## src/rtl/bcd_ld_pkg.sv

```systemverilog
package bcd_ld_pkg;
   typedef enum logic {ST_IDLE = 1'b0, ST_RUN = 1'b1} ld_state_e;

   function automatic logic nib_over_nine(input logic [3:0] nib);
      return nib > 4'd9;
   endfunction
endpackage

```

## src/rtl/bcd_ld_digits.sv

```systemverilog
module bcd_ld_digits #(
   parameter int DIGITS    = 18,
   parameter int LO_DIGITS = 16,
   parameter int NIB_W     = 4,
   parameter int LO_W      = 64,
   parameter int HI_W      = 16,
   parameter int IDX_W     = 5
) (
   input  logic [LO_W-1:0]  op_lo,
   input  logic [HI_W-1:0]  op_hi,
   input  logic [IDX_W-1:0] idx,
   output logic [NIB_W-1:0] digit
);
   logic [NIB_W-1:0] nib_arr [DIGITS];

   for (genvar g = 0; g < DIGITS; g++) begin : g_nib
      if (g < LO_DIGITS) begin : g_low
         assign nib_arr[g] = op_lo[g*NIB_W +: NIB_W];
      end else begin : g_high
         assign nib_arr[g] = op_hi[(g-LO_DIGITS)*NIB_W +: NIB_W];
      end
   end

   always_comb begin
      digit = '0;
      for (int i = 0; i < DIGITS; i++) begin
         if (idx == IDX_W'(i)) digit = nib_arr[i];
      end
   end
endmodule

```

## src/rtl/bcd_ld_seq.sv

```systemverilog
module bcd_ld_seq
   import bcd_ld_pkg::*;
#(
   parameter int DIGITS = 18,
   parameter int IDX_W  = 5
) (
   input  logic             clk,
   input  logic             rst_n,
   input  logic             start,
   output logic             load,
   output logic             step,
   output logic             busy,
   output logic             done,
   output logic [IDX_W-1:0] idx
);
   ld_state_e state_q;

   assign busy = (state_q == ST_RUN);
   assign load = start && !busy;
   assign step = busy;

   always_ff @(posedge clk or negedge rst_n) begin
      if (!rst_n) begin
         state_q <= ST_IDLE;
         idx     <= '0;
         done    <= 1'b0;
      end else begin
         done <= 1'b0;
         if (load) begin
            state_q <= ST_RUN;
            idx     <= IDX_W'(DIGITS-1);
         end else if (busy) begin
            if (idx == '0) begin
               state_q <= ST_IDLE;
               done    <= 1'b1;
            end else begin
               idx <= idx - 1'b1;
            end
         end
      end
   end
endmodule

```

## src/rtl/bcd_ld_mac.sv

```systemverilog
module bcd_ld_mac
   import bcd_ld_pkg::*;
#(
   parameter int OUT_W = 64,
   parameter int NIB_W = 4
) (
   input  logic             clk,
   input  logic             rst_n,
   input  logic             clear,
   input  logic             step,
   input  logic [NIB_W-1:0] digit,
   output logic [OUT_W-1:0] acc,
   output logic             bad
);
   logic [OUT_W-1:0] times_ten;

   assign times_ten = (acc << 3) + (acc << 1);

   always_ff @(posedge clk or negedge rst_n) begin
      if (!rst_n) begin
         acc <= '0;
         bad <= 1'b0;
      end else if (clear) begin
         acc <= '0;
         bad <= 1'b0;
      end else if (step) begin
         acc <= times_ten + OUT_W'(digit);
         bad <= bad | nib_over_nine(4'(digit));
      end
   end
endmodule

```

## src/rtl/bcd_int_loader.sv

```systemverilog
module bcd_int_loader #(
   parameter int DIGITS    = 18,
   parameter int LO_DIGITS = 16,
   parameter int NIB_W     = 4,
   parameter int LO_W      = 64,
   parameter int HI_W      = 16,
   parameter int SIGN_POS  = 15,
   parameter int OUT_W     = 64
) (
   input  logic             clk,
   input  logic             rst_n,
   input  logic             start,
   input  logic [63:0]      bcd_lo,
   input  logic [15:0]      bcd_hi,
   output logic             busy,
   output logic             done,
   output logic [63:0]      mag,
   output logic             neg,
   output logic             bad_digit
);
   localparam int IDX_W = $clog2(DIGITS);

   initial begin
      assert (LO_DIGITS * NIB_W == LO_W) else $fatal(1, "low part width mismatch");
      assert ((DIGITS - LO_DIGITS) * NIB_W <= SIGN_POS) else $fatal(1, "high digits overlap sign");
      assert (DIGITS <= 18 && OUT_W >= 60) else $fatal(1, "result width too small");
   end

   logic             load, step;
   logic [IDX_W-1:0] idx;
   logic [NIB_W-1:0] digit;
   logic [LO_W-1:0]  lo_q;
   logic [HI_W-1:0]  hi_q;
   logic             neg_q;
   logic [OUT_W-1:0] acc;

   always_ff @(posedge clk or negedge rst_n) begin
      if (!rst_n) begin
         lo_q  <= '0;
         hi_q  <= '0;
         neg_q <= 1'b0;
      end else if (load) begin
         lo_q  <= bcd_lo;
         hi_q  <= bcd_hi;
         neg_q <= bcd_hi[SIGN_POS];
      end
   end

   bcd_ld_seq #(.DIGITS(DIGITS), .IDX_W(IDX_W)) u_seq (
      .clk(clk), .rst_n(rst_n), .start(start), .load(load),
      .step(step), .busy(busy), .done(done), .idx(idx)
   );

   bcd_ld_digits #(
      .DIGITS(DIGITS), .LO_DIGITS(LO_DIGITS), .NIB_W(NIB_W),
      .LO_W(LO_W), .HI_W(HI_W), .IDX_W(IDX_W)
   ) u_dig (
      .op_lo(lo_q), .op_hi(hi_q), .idx(idx), .digit(digit)
   );

   bcd_ld_mac #(.OUT_W(OUT_W), .NIB_W(NIB_W)) u_mac (
      .clk(clk), .rst_n(rst_n), .clear(load), .step(step),
      .digit(digit), .acc(acc), .bad(bad_digit)
   );

   assign mag = acc[63:0];
   assign neg = neg_q;
endmodule

```

## config.mk

```make
export PLATFORM = sky130hd
export DESIGN_NAME = bcd_int_loader
export DESIGN_NICKNAME = d
export VERILOG_FILES = /design/src/rtl/bcd_ld_pkg.sv /design/src/rtl/bcd_ld_digits.sv /design/src/rtl/bcd_ld_seq.sv /design/src/rtl/bcd_ld_mac.sv /design/src/rtl/bcd_int_loader.sv
export SDC_FILE = /design/constraint.sdc
export NUM_CORES = 1
export LEC_CHECK = 0
export ABC_AREA = 1
export BUFFER_PORTS_ARGS = -buffer_cell sky130_fd_sc_hd__clkbuf_2
export CAP_MARGIN = 20
export CELL_PAD_IN_SITES_DETAIL_PLACEMENT = 0
export CELL_PAD_IN_SITES_GLOBAL_PLACEMENT = 1
export CORE_MARGIN = 5
export CORE_UTILIZATION = 42
export DETAILED_ROUTE_END_ITERATION = 8
export HOLD_SLACK_MARGIN = 0.1
export PLACE_DENSITY = 0.83
export SLEW_MARGIN = 10
export SYNTH_ARGS = -nofsm -noshare
export SYNTH_HDL_FRONTEND = slang
export SYNTH_SLANG_ARGS = --single-unit
```

## constraint.sdc

```tcl
create_clock -name clk -period 5.7 [get_ports clk]
set_input_delay 0.285 -clock clk [delete_from_list [all_inputs] [get_ports clk]]
set_output_delay 0.285 -clock clk [all_outputs]
set_load 0.005 [all_outputs]
```

==> flow_metrics.env, run 1 <==
export IMPL_status="completed"
export IMPL_hold_worst_slack_ns=0.119
export IMPL_cts_tree="yes"
export IMPL_ff_latch_area_um2=3630
export IMPL_gp_congestion=0.909
export IMPL_yosysMostFrequentCell="nand2_1"
export IMPL_cp_arrival_ns=5.49
export IMPL_cp_required_ns=6.02
export IMPL_period_share_pct=90.6
export IMPL_slowest_stage="fa_1"
export IMPL_worst_pin_slew_ns=1.10
export IMPL_ys_types=47
export IMPL_synth_edff_count=0
export IMPL_ys_top_cells_by_count="nand2_1 (551), inv_1 (171), dfrtp_1 (145)"
export IMPL_syn_area_um2=11000
export IMPL_syn_inst=1574
export IMPL_pin_count=151
export IMPL_globalRouteOverflowTotal=0
export IMPL_cts_root_buf="clkbuf_16"
export IMPL_avgSynthCellArea_um2=6.98
export IMPL_drt_iter0_drc=588
export IMPL_ys_seq_area_share_pct=33.0
export IMPL_drt_wl_total_um=31400
export IMPL_initial_core_util_pct=42.4
export IMPL_grt_max_degree=82
export IMPL_syn_nets=1786
export IMPL_hold_violations=0
export IMPL_final_nets=1998
export IMPL_die_height_um=172
export IMPL_drc=0
export IMPL_netlist_area_leader_share_pct=33.0
export IMPL_cp_max_fo=8
export IMPL_clock_path_buffers=2
export IMPL_cpMostUsedCell="nand2_1"
export IMPL_clk_latency_ns=0.44
export IMPL_dpl_hpwl_um=23900
export IMPL_antenna_found_initial=1
export IMPL_finalSetupViolCount=0
export IMPL_cts_htree_levels=4
export IMPL_syn_to_final_growth_pct=22.4
export IMPL_die_w_um=172
export IMPL_slew_violations=0
export IMPL_first_pass_iters=5
export IMPL_multi_input_area_um2=6600
export IMPL_io_buffers=143
export IMPL_drt_antenna_violating_nets=0
export IMPL_diodes=0
export IMPL_hold_class="primary input to flip-flop"
export IMPL_vias_per_cell=5.06
export IMPL_period_minus_slack_ns=5.17
export IMPL_layout_drive_gt1_share_pct=12.3
export IMPL_core_um2=25900
export IMPL_grt_pass1_vias=10897
export IMPL_setup_tns_ns=0
export IMPL_relSlewSlack_pct=26.7
export IMPL_rsz0062_at_grt="false"
export IMPL_clk_transition_reported_paths_ns=0.07
export IMPL_fin_util_pct=51.9
export IMPL_vias=10804
export IMPL_synth_top_area_cell="dfrtp_1"
export IMPL_crit_type="flip-flop to flip-flop"
export IMPL_cp_end_kind="flip-flop"
export IMPL_synth_seq_cells=145
export IMPL_clock_skew_ns=0.0181
export IMPL_yosysWarnings=0
export IMPL_grt_pass1_wl_um=52900
export IMPL_wl_per_cell_um=14.7
export IMPL_yosys_most_used_dff="dfrtp_1"
export IMPL_synth_area_leaders="dfrtp_1 (33%), nand2_1 (19%), ha_1 (14%)"
export IMPL_async_reset_ff_share_pct=100
export IMPL_cts_buffers=17
export IMPL_fmax_ghz=0.194
export IMPL_grt_use_total_pct=21.8
export IMPL_die_area_um2=29500
export IMPL_cts_sinks=145
export IMPL_rows=59
export IMPL_n_fill_cell=2567
export IMPL_max_cap_violations=0
export IMPL_cp_slowest_stage_delay_ns=0.54
export IMPL_worst_setup_path_start_kind="flip-flop"
## layer usage
| metal | vias up | global-route usage (%) | wire [µm] |
|---|---|---|---|
| li1 | 5612 | - | - |
| met1 | 4924 | 28.1 | 14500 |
| met2 | 224 | 38.3 | 15100 |
| met3 | 42 | 3.22 | 1250 |
| met4 | 2 | 5.65 | 556 |
| met5 | - | 0 | 11 |
## stage by stage
step | worst slack (ns) | area [µm²] | cells
after CTS | 0.326 | 13400 | 2133
after global routing | 0.0138 | 13400 | 2134
after floorplan | 1.28 | 11000 | 1574
final | 0.533 | 13400 | 2134
after global placement | 0.418 | 12100 | 2028
after detailed placement | 0.340 | 12100 | 2028
## state kept, by name, summed over array words and instances, names as in the netlist
name	flops
u_seq.busy	1
lo_q	64
u_mac.acc	64
neg	1
hi_q	8
u_mac.bad	1
u_seq.idx	5
u_seq.done	1
## cell type report
class / instances / share of cell area, %
Sequential cell: 145 / 27.0
Tap cell: 335 / 3.12
Timing Repair Buffer: 223 / 11.2
Clock inverter: 15 / 1.50
Clock buffer: 17 / 3.17
Inverter: 176 / 4.92
Multi-Input combinational cell: 1223 / 49.1
## cells by family after synthesis
family / share of synthesized area [%]
xor+xnor: 0.479
compound gates: 16.7
buf+inv: 7.16
flops: 33.0
fa+ha+maj: 14.8
simple gates: 27.8
## final timing paths
check	slack [ns]	startpoint	cells past startpoint	endpoint
max	0.53	u_seq.idx[0]$_DFFE_PN0P_	37	u_mac.acc[62]$_DFFE_PN0P_
min	0.12	bcd_lo[1]	3	lo_q[1]$_DFFE_PN0P_
max reg2reg	0.53	u_seq.idx[0]$_DFFE_PN0P_	37	u_mac.acc[62]$_DFFE_PN0P_
min reg2reg	0.48	hi_q[3]$_DFFE_PN0P_	2	hi_q[3]$_DFFE_PN0P_
max in group asynchronous	3.94	rst_n	3	lo_q[59]$_DFFE_PN0P_
min in group asynchronous	0.43	rst_n	2	u_mac.acc[29]$_DFFE_PN0P_
## cells in the final DEF, fill, tap and decap left out, types with 5 or more instances in the layout
| master | instances |
|---|---|
| inv_8 | 5 |
| nor2_4 | 6 |
| nand3_1 | 53 |
| ha_1 | 126 |
| o21a_1 | 6 |
| buf_4 | 7 |
| nand2_2 | 7 |
| nor3_1 | 8 |
| dfrtp_1 | 145 |
| dlygate4sd3_1 | 73 |
| o21ai_1 | 8 |
| clkinv_8 | 5 |
| nand2_1 | 548 |
| o211ai_1 | 7 |
| or2_2 | 6 |
| clkbuf_16 | 17 |
| nand4_1 | 8 |
| a21o_1 | 7 |
| nor2_1 | 107 |
| inv_2 | 6 |
| inv_1 | 170 |
| a31oi_1 | 22 |
| clkbuf_2 | 142 |
| a21oi_1 | 130 |
| o21ai_0 | 123 |
## critical path, delay by kind of cell (launching register included)
kind                       cells  cell delay [ns]
and+or+nand+nor               25             2.28
AOI/OAI and AO/OA              7             1.24
adders and majority gates      3             0.91
DFF                            1             0.42
buffers and inverters          2             0.18
## repair_timing
item | CTS | global route
endpoints found under the setup margin | 0 | 15
resized for setup | 0 | 9
setup buffers | 0 | 1
hold buffers | 73 | 0
endpoints found under the hold margin | 152 | 0
Power of run 1 is not shown: default switching activity piles up to over one toggle a cycle in this logic, so the estimate is an artifact.
==> run 2, diff against run 1 <==
--- a/config.mk
+++ b/config.mk
@@ -6,6 +6,7 @@
 export NUM_CORES = 1
 export LEC_CHECK = 0
 export ABC_AREA = 1
+export ABC_CLOCK_PERIOD_IN_PS = 5700
 export BUFFER_PORTS_ARGS = -buffer_cell sky130_fd_sc_hd__clkbuf_2
 export CAP_MARGIN = 20
 export CELL_PAD_IN_SITES_DETAIL_PLACEMENT = 0
@@ -13,6 +14,7 @@
 export CORE_MARGIN = 5
 export CORE_UTILIZATION = 42
 export DETAILED_ROUTE_END_ITERATION = 8
+export GPL_TIMING_DRIVEN = 0
 export HOLD_SLACK_MARGIN = 0.1
 export PLACE_DENSITY = 0.83
 export SLEW_MARGIN = 10
==> run 2 against run 1 <==
Final cell count increased by 1.3%. Clock-buffer cell count is the same. Die area is the same. First-iteration DRC count up 15%. Final area rose by 1.1%. Core utilization increased by 0.58 points. Global-route usage is 0.85 points higher. Maximum frequency down 2.5%. Highest routed layer unchanged.
==> flow_metrics.env, run 2 (same netlist as run 1, synthesis figures left out) <==
export IMPL_status="completed"
export IMPL_syn_to_final_growth_pct=23.8
export IMPL_rows=59
export IMPL_period_minus_slack_ns=5.30
export IMPL_worst_pin_slew_ns=0.775
export IMPL_clock_skew_ns=0.0131
export IMPL_crit_type="flip-flop to flip-flop"
export IMPL_dpl_cell_area_um2=12200
export IMPL_cp_max_fo=8
export IMPL_cts_buffers=17
export IMPL_cts_tree="yes"
export IMPL_cts_sinks=145
export IMPL_worst_setup_path_start_kind="flip-flop"
export IMPL_cp_required_ns=6.02
export IMPL_wl_per_cell_um=15.2
export IMPL_cts_root_buf="clkbuf_16"
export IMPL_core_um2=25900
export IMPL_slew_violations=0
export IMPL_grt_pass1_wl_um=54000
export IMPL_drt_iter0_drc=675
export IMPL_final_area_um2=13600
export IMPL_grt_use_total_pct=22.6
export IMPL_relSlewSlack_pct=48.3
export IMPL_period_share_pct=93.0
export IMPL_first_pass_iters=5
export IMPL_slowest_stage="fa_1"
export IMPL_hold_worst_slack_ns=0.106
export IMPL_setup_tns_ns=0
export IMPL_dpl_hpwl_um=25700
export IMPL_globalRouteOverflowTotal=0
export IMPL_drt_antenna_violating_nets=0
export IMPL_vias=10959
export IMPL_diodes=0
export IMPL_drc=0
export IMPL_drt_wl_total_um=32800
export IMPL_final_nets=2025
export IMPL_clk_transition_reported_paths_ns=0.07
export IMPL_clk_latency_ns=0.44
export IMPL_cpMostUsedCell="nand2_1"
export IMPL_grt_max_degree=90
export IMPL_die_area_um2=29500
export IMPL_die_height_um=172
export IMPL_mostFrequentLayoutCell="nand2_1"
export IMPL_antenna_found_initial=1
export IMPL_grt_pass1_vias=11028
export IMPL_io_buffers=143
export IMPL_fmax_ghz=0.189
export IMPL_pin_count=151
export IMPL_largestRegisters="lo_q x64, u_mac.acc x64, hi_q x8"
export IMPL_cp_end_kind="flip-flop"
export IMPL_max_cap_violations=0
export IMPL_gp_congestion=0.914
export IMPL_cp_slowest_stage_delay_ns=0.54
export IMPL_finalSetupViolCount=0
export IMPL_hold_violations=0
export IMPL_clock_path_buffers=2
export IMPL_vias_per_cell=5.07
export IMPL_layout_common_cells="nand2_1 (549), inv_1 (169), dfrtp_1 (145), clkbuf_2 (142), a21oi_1 (129)"
export IMPL_cp_arrival_ns=5.62
export IMPL_initial_core_util_pct=42.4
export IMPL_fin_util_pct=52.5
export IMPL_die_w_um=172
export IMPL_cts_htree_levels=4
export IMPL_layout_drive_gt1_share_pct=12.2
export IMPL_hold_class="primary input to flip-flop"
[run 2: changes by cell type in the layout (fill, tap and decap cells not counted), moves of 2 or more]
cell	delta
nand2_2	-2
buf_1	+7
buf_4	-4
clkbuf_1	+20
clkinv_8	-4
buf_2	+2
clkinv_4	+3
clkbuf_8	+2
bufinv_16	+2
[run 2: metrics by stage]
| stage | setup WS, ns | instances |
|---|---|---|
| 2_1_floorplan | 1.28 | 1574 |
| 3_3_place_gp | 0.148 | 2052 |
| 3_5_place_dp | 0.107 | 2053 |
| 4_1_cts | 0.0715 | 2158 |
| 5_1_grt | -0.0220 | 2161 |
| 6_report | 0.399 | 2161 |
[run 2: cell type report]
type / count / area (µm²)
Inverter: 176 / 661
Multi-Input combinational cell: 1223 / 6610
Timing Repair Buffer: 220 / 1510
Sequential cell: 145 / 3630
Fill cell: 2599 / 12300
Clock inverter: 15 / 214
Tap cell: 335 / 419
Clock buffer: 17 / 425
Buffer: 30 / 125
[run 2: worst paths after layout]
check                                         startpoint                         to  slack [ns]  depth (start not counted)
worst max-delay path            u_seq.idx[0]$_DFFE_PN0P_  u_mac.acc[62]$_DFFE_PN0P_        0.40                         37
worst min-delay path                           bcd_hi[6]        hi_q[6]$_DFFE_PN0P_        0.11                          3
worst max register to register  u_seq.idx[0]$_DFFE_PN0P_  u_mac.acc[62]$_DFFE_PN0P_        0.40                         37
worst min register to register      lo_q[10]$_DFFE_PN0P_       lo_q[10]$_DFFE_PN0P_        0.48                          2
max in group asynchronous                          rst_n   u_seq.idx[1]$_DFFE_PN0P_        4.52                          3
min in group asynchronous                          rst_n  u_mac.acc[29]$_DFFE_PN0P_        0.37                          2
[run 2: repair_timing]
action / 4_1_cts / 5_1_grt
setup buffers: 0 / 3
endpoints found under the setup margin: 0 / 25
hold endpoints to repair: 128 / 0
hold buffers: 73 / 0
gates resized for setup: 0 / 14
[run 2: routing by layer]
metal | part of all wire [%] | track usage (%)
met5 | 0.037 | 0
met4 | 2.4 | 6.34
met3 | 4.3 | 3.72
met2 | 49 | 40.2
met1 | 45 | 28.4
[run 2: worst max-delay path, delay by kind of cell, from the launching register on]
kind | cells | cell delay (ns)
AOI/OAI and AO/OA | 7 | 1.31
adders and majority gates | 3 | 0.92
buffers and inverters | 2 | 0.18
DFF | 1 | 0.41
and+or+nand+nor | 25 | 2.35
Power of run 2 is left out for the same reason.
==> run 3, diff against run 2 <==
--- a/config.mk
+++ b/config.mk
@@ -16,6 +16,7 @@
 export DETAILED_ROUTE_END_ITERATION = 8
 export GPL_TIMING_DRIVEN = 0
 export HOLD_SLACK_MARGIN = 0.1
+export MAX_ROUTING_LAYER = met4
 export PLACE_DENSITY = 0.83
 export SLEW_MARGIN = 10
 export SYNTH_ARGS = -nofsm -noshare
==> run 3 against run 2 <==
Via count grew 0.47%. Global-route usage grew 0.84 points. Non-clock buffer count up 2. Largest cell class unchanged. First-iteration DRC count is 9.2% lower.
==> flow_metrics.env, run 3 (same netlist as run 1, synthesis figures left out) <==
export IMPL_grt_pass1_wl_um=54400
export IMPL_antenna_found_initial=1
export IMPL_hold_violations=0
export IMPL_rows=59
export IMPL_relSlewSlack_pct=50.4
export IMPL_grt_use_total_pct=23.5
export IMPL_drc=0
export IMPL_cts_root_buf="clkbuf_16"
export IMPL_cp_max_fo=8
export IMPL_clk_transition_reported_paths_ns=0.07
export IMPL_period_minus_slack_ns=5.25
export IMPL_fmax_ghz=0.191
export IMPL_crit_type="flip-flop to flip-flop"
export IMPL_cts_sinks=145
export IMPL_first_pass_iters=6
export IMPL_globalRouteOverflowTotal=0
export IMPL_dpl_hpwl_um=25900
export IMPL_status="completed"
export IMPL_vias=11011
export IMPL_fin_util_pct=52.4
export IMPL_hold_class="primary input to flip-flop"
export IMPL_cpMostUsedCell="nand2_1"
export IMPL_vias_per_cell=5.09
export IMPL_worst_pin_slew_ns=0.744
export IMPL_layout_common_cells="nand2_1 (549), inv_1 (170), dfrtp_1 (145), clkbuf_2 (142), a21oi_1 (128)"
export IMPL_gp_congestion=0.920
export IMPL_cp_slowest_stage_delay_ns=0.56
export IMPL_finalSetupViolCount=0
export IMPL_cp_required_ns=6.02
export IMPL_clock_path_buffers=2
export IMPL_n_fill_cell=2648
export IMPL_rsz0062_at_grt="true"
export IMPL_die_height_um=172
export IMPL_slew_violations=0
export IMPL_initial_core_util_pct=42.4
export IMPL_die_area_um2=29500
export IMPL_core_um2=25900
export IMPL_io_buffers=143
export IMPL_max_cap_violations=0
export IMPL_pin_count=151
export IMPL_cts_buffers=17
export IMPL_die_w_um=172
export IMPL_wl_per_cell_um=15.2
export IMPL_mostFrequentLayoutCell="nand2_1"
export IMPL_place_ws_ns=0.147
export IMPL_layout_drive_gt1_share_pct=12.4
export IMPL_worst_setup_path_start_kind="flip-flop"
export IMPL_grt_max_degree=84
export IMPL_cp_arrival_ns=5.57
export IMPL_drt_iter0_drc=613
export IMPL_grt_pass1_vias=10911
export IMPL_fin_ws_ns=0.452
export IMPL_clk_latency_ns=0.44
export IMPL_largestRegisters="lo_q x64, u_mac.acc x64, hi_q x8"
export IMPL_drt_wl_total_um=32800
export IMPL_clock_skew_ns=0.0161
export IMPL_syn_to_final_growth_pct=23.6
export IMPL_drt_antenna_violating_nets=0
export IMPL_cp_end_kind="flip-flop"
export IMPL_slowest_stage="fa_1"
export IMPL_period_share_pct=92.1
export IMPL_cts_htree_levels=4
export IMPL_cts_tree="yes"
export IMPL_final_nets=2027
==> run 3: cell types whose count changed in the layout (fill, tap and decap cells not counted), sizes merged <==
cell    before  now
bufinv       3    0
clkinv       4    3
buf         13   15
inv        183  187
diode        0    1
==> run 3: worst paths after layout <==
| kind | startpoint | endpoint | slack (ns) | cells past startpoint |
|---|---|---|---|---|
| max | u_seq.idx[0]$_DFFE_PN0P_ | u_mac.acc[62]$_DFFE_PN0P_ | 0.45 | 37 |
| min | bcd_hi[6] | hi_q[6]$_DFFE_PN0P_ | 0.09 | 3 |
| max reg2reg | u_seq.idx[0]$_DFFE_PN0P_ | u_mac.acc[62]$_DFFE_PN0P_ | 0.45 | 37 |
| min reg2reg | lo_q[10]$_DFFE_PN0P_ | lo_q[10]$_DFFE_PN0P_ | 0.48 | 2 |
| max in group asynchronous | rst_n | u_seq.idx[4]$_DFFE_PN0P_ | 4.51 | 3 |
| min in group asynchronous | rst_n | u_mac.acc[29]$_DFFE_PN0P_ | 0.37 | 2 |
==> run 3: cell type report <==
class	count	area, µm²	area share [%]
Sequential cell	145	3630	26.7
Multi-Input combinational cell	1223	6630	48.9
Buffer	30	125	0.922
Antenna cell	1	2.50	0.0184
Tap cell	335	419	3.09
Timing Repair Buffer	222	1520	11.2
Clock buffer	17	425	3.14
Inverter	176	661	4.87
Clock inverter	15	156	1.15
==> run 3: repair_timing <==
item,in CTS,in global routing
endpoints found under the setup margin,0,29
gates resized for setup,0,18
hold buffers,73,0
setup buffers,0,5
hold endpoints to repair,134,0
==> run 3: metrics by stage <==
step / hold slack [ns] / cells / cell area, µm² / setup TNS (ns)
final: 0.0930 / 2164 / 13600 / 0
after global routing: 0.109 / 2164 / 13600 / -0.0359
after CTS: 0.106 / 2158 / 13500 / 0
after detailed placement: 0.310 / 2053 / 12200 / 0
after global placement: 0.456 / 2052 / 12100 / 0
after floorplan: -0.0106 / 1574 / 11000 / 0
==> run 3: per-layer routing <==
metal,vias to the layer above,global-route usage [%],wire [µm]
li1,5679,-,-
met1,5072,29.5,15000
met2,213,40.2,16000
met3,47,2.90,1140
met4,0,6.34,670
met5,-,-,0
==> run 3: critical path: cells and delay by family, from the launching register on <==
kind / cells / cell delay, ns
flops: 1 / 0.43
simple gates: 25 / 2.35
compound gates: 7 / 1.17
fa+ha+maj: 3 / 0.96
buf+inv: 2 / 0.20
Power of run 3 is left out for the same reason.
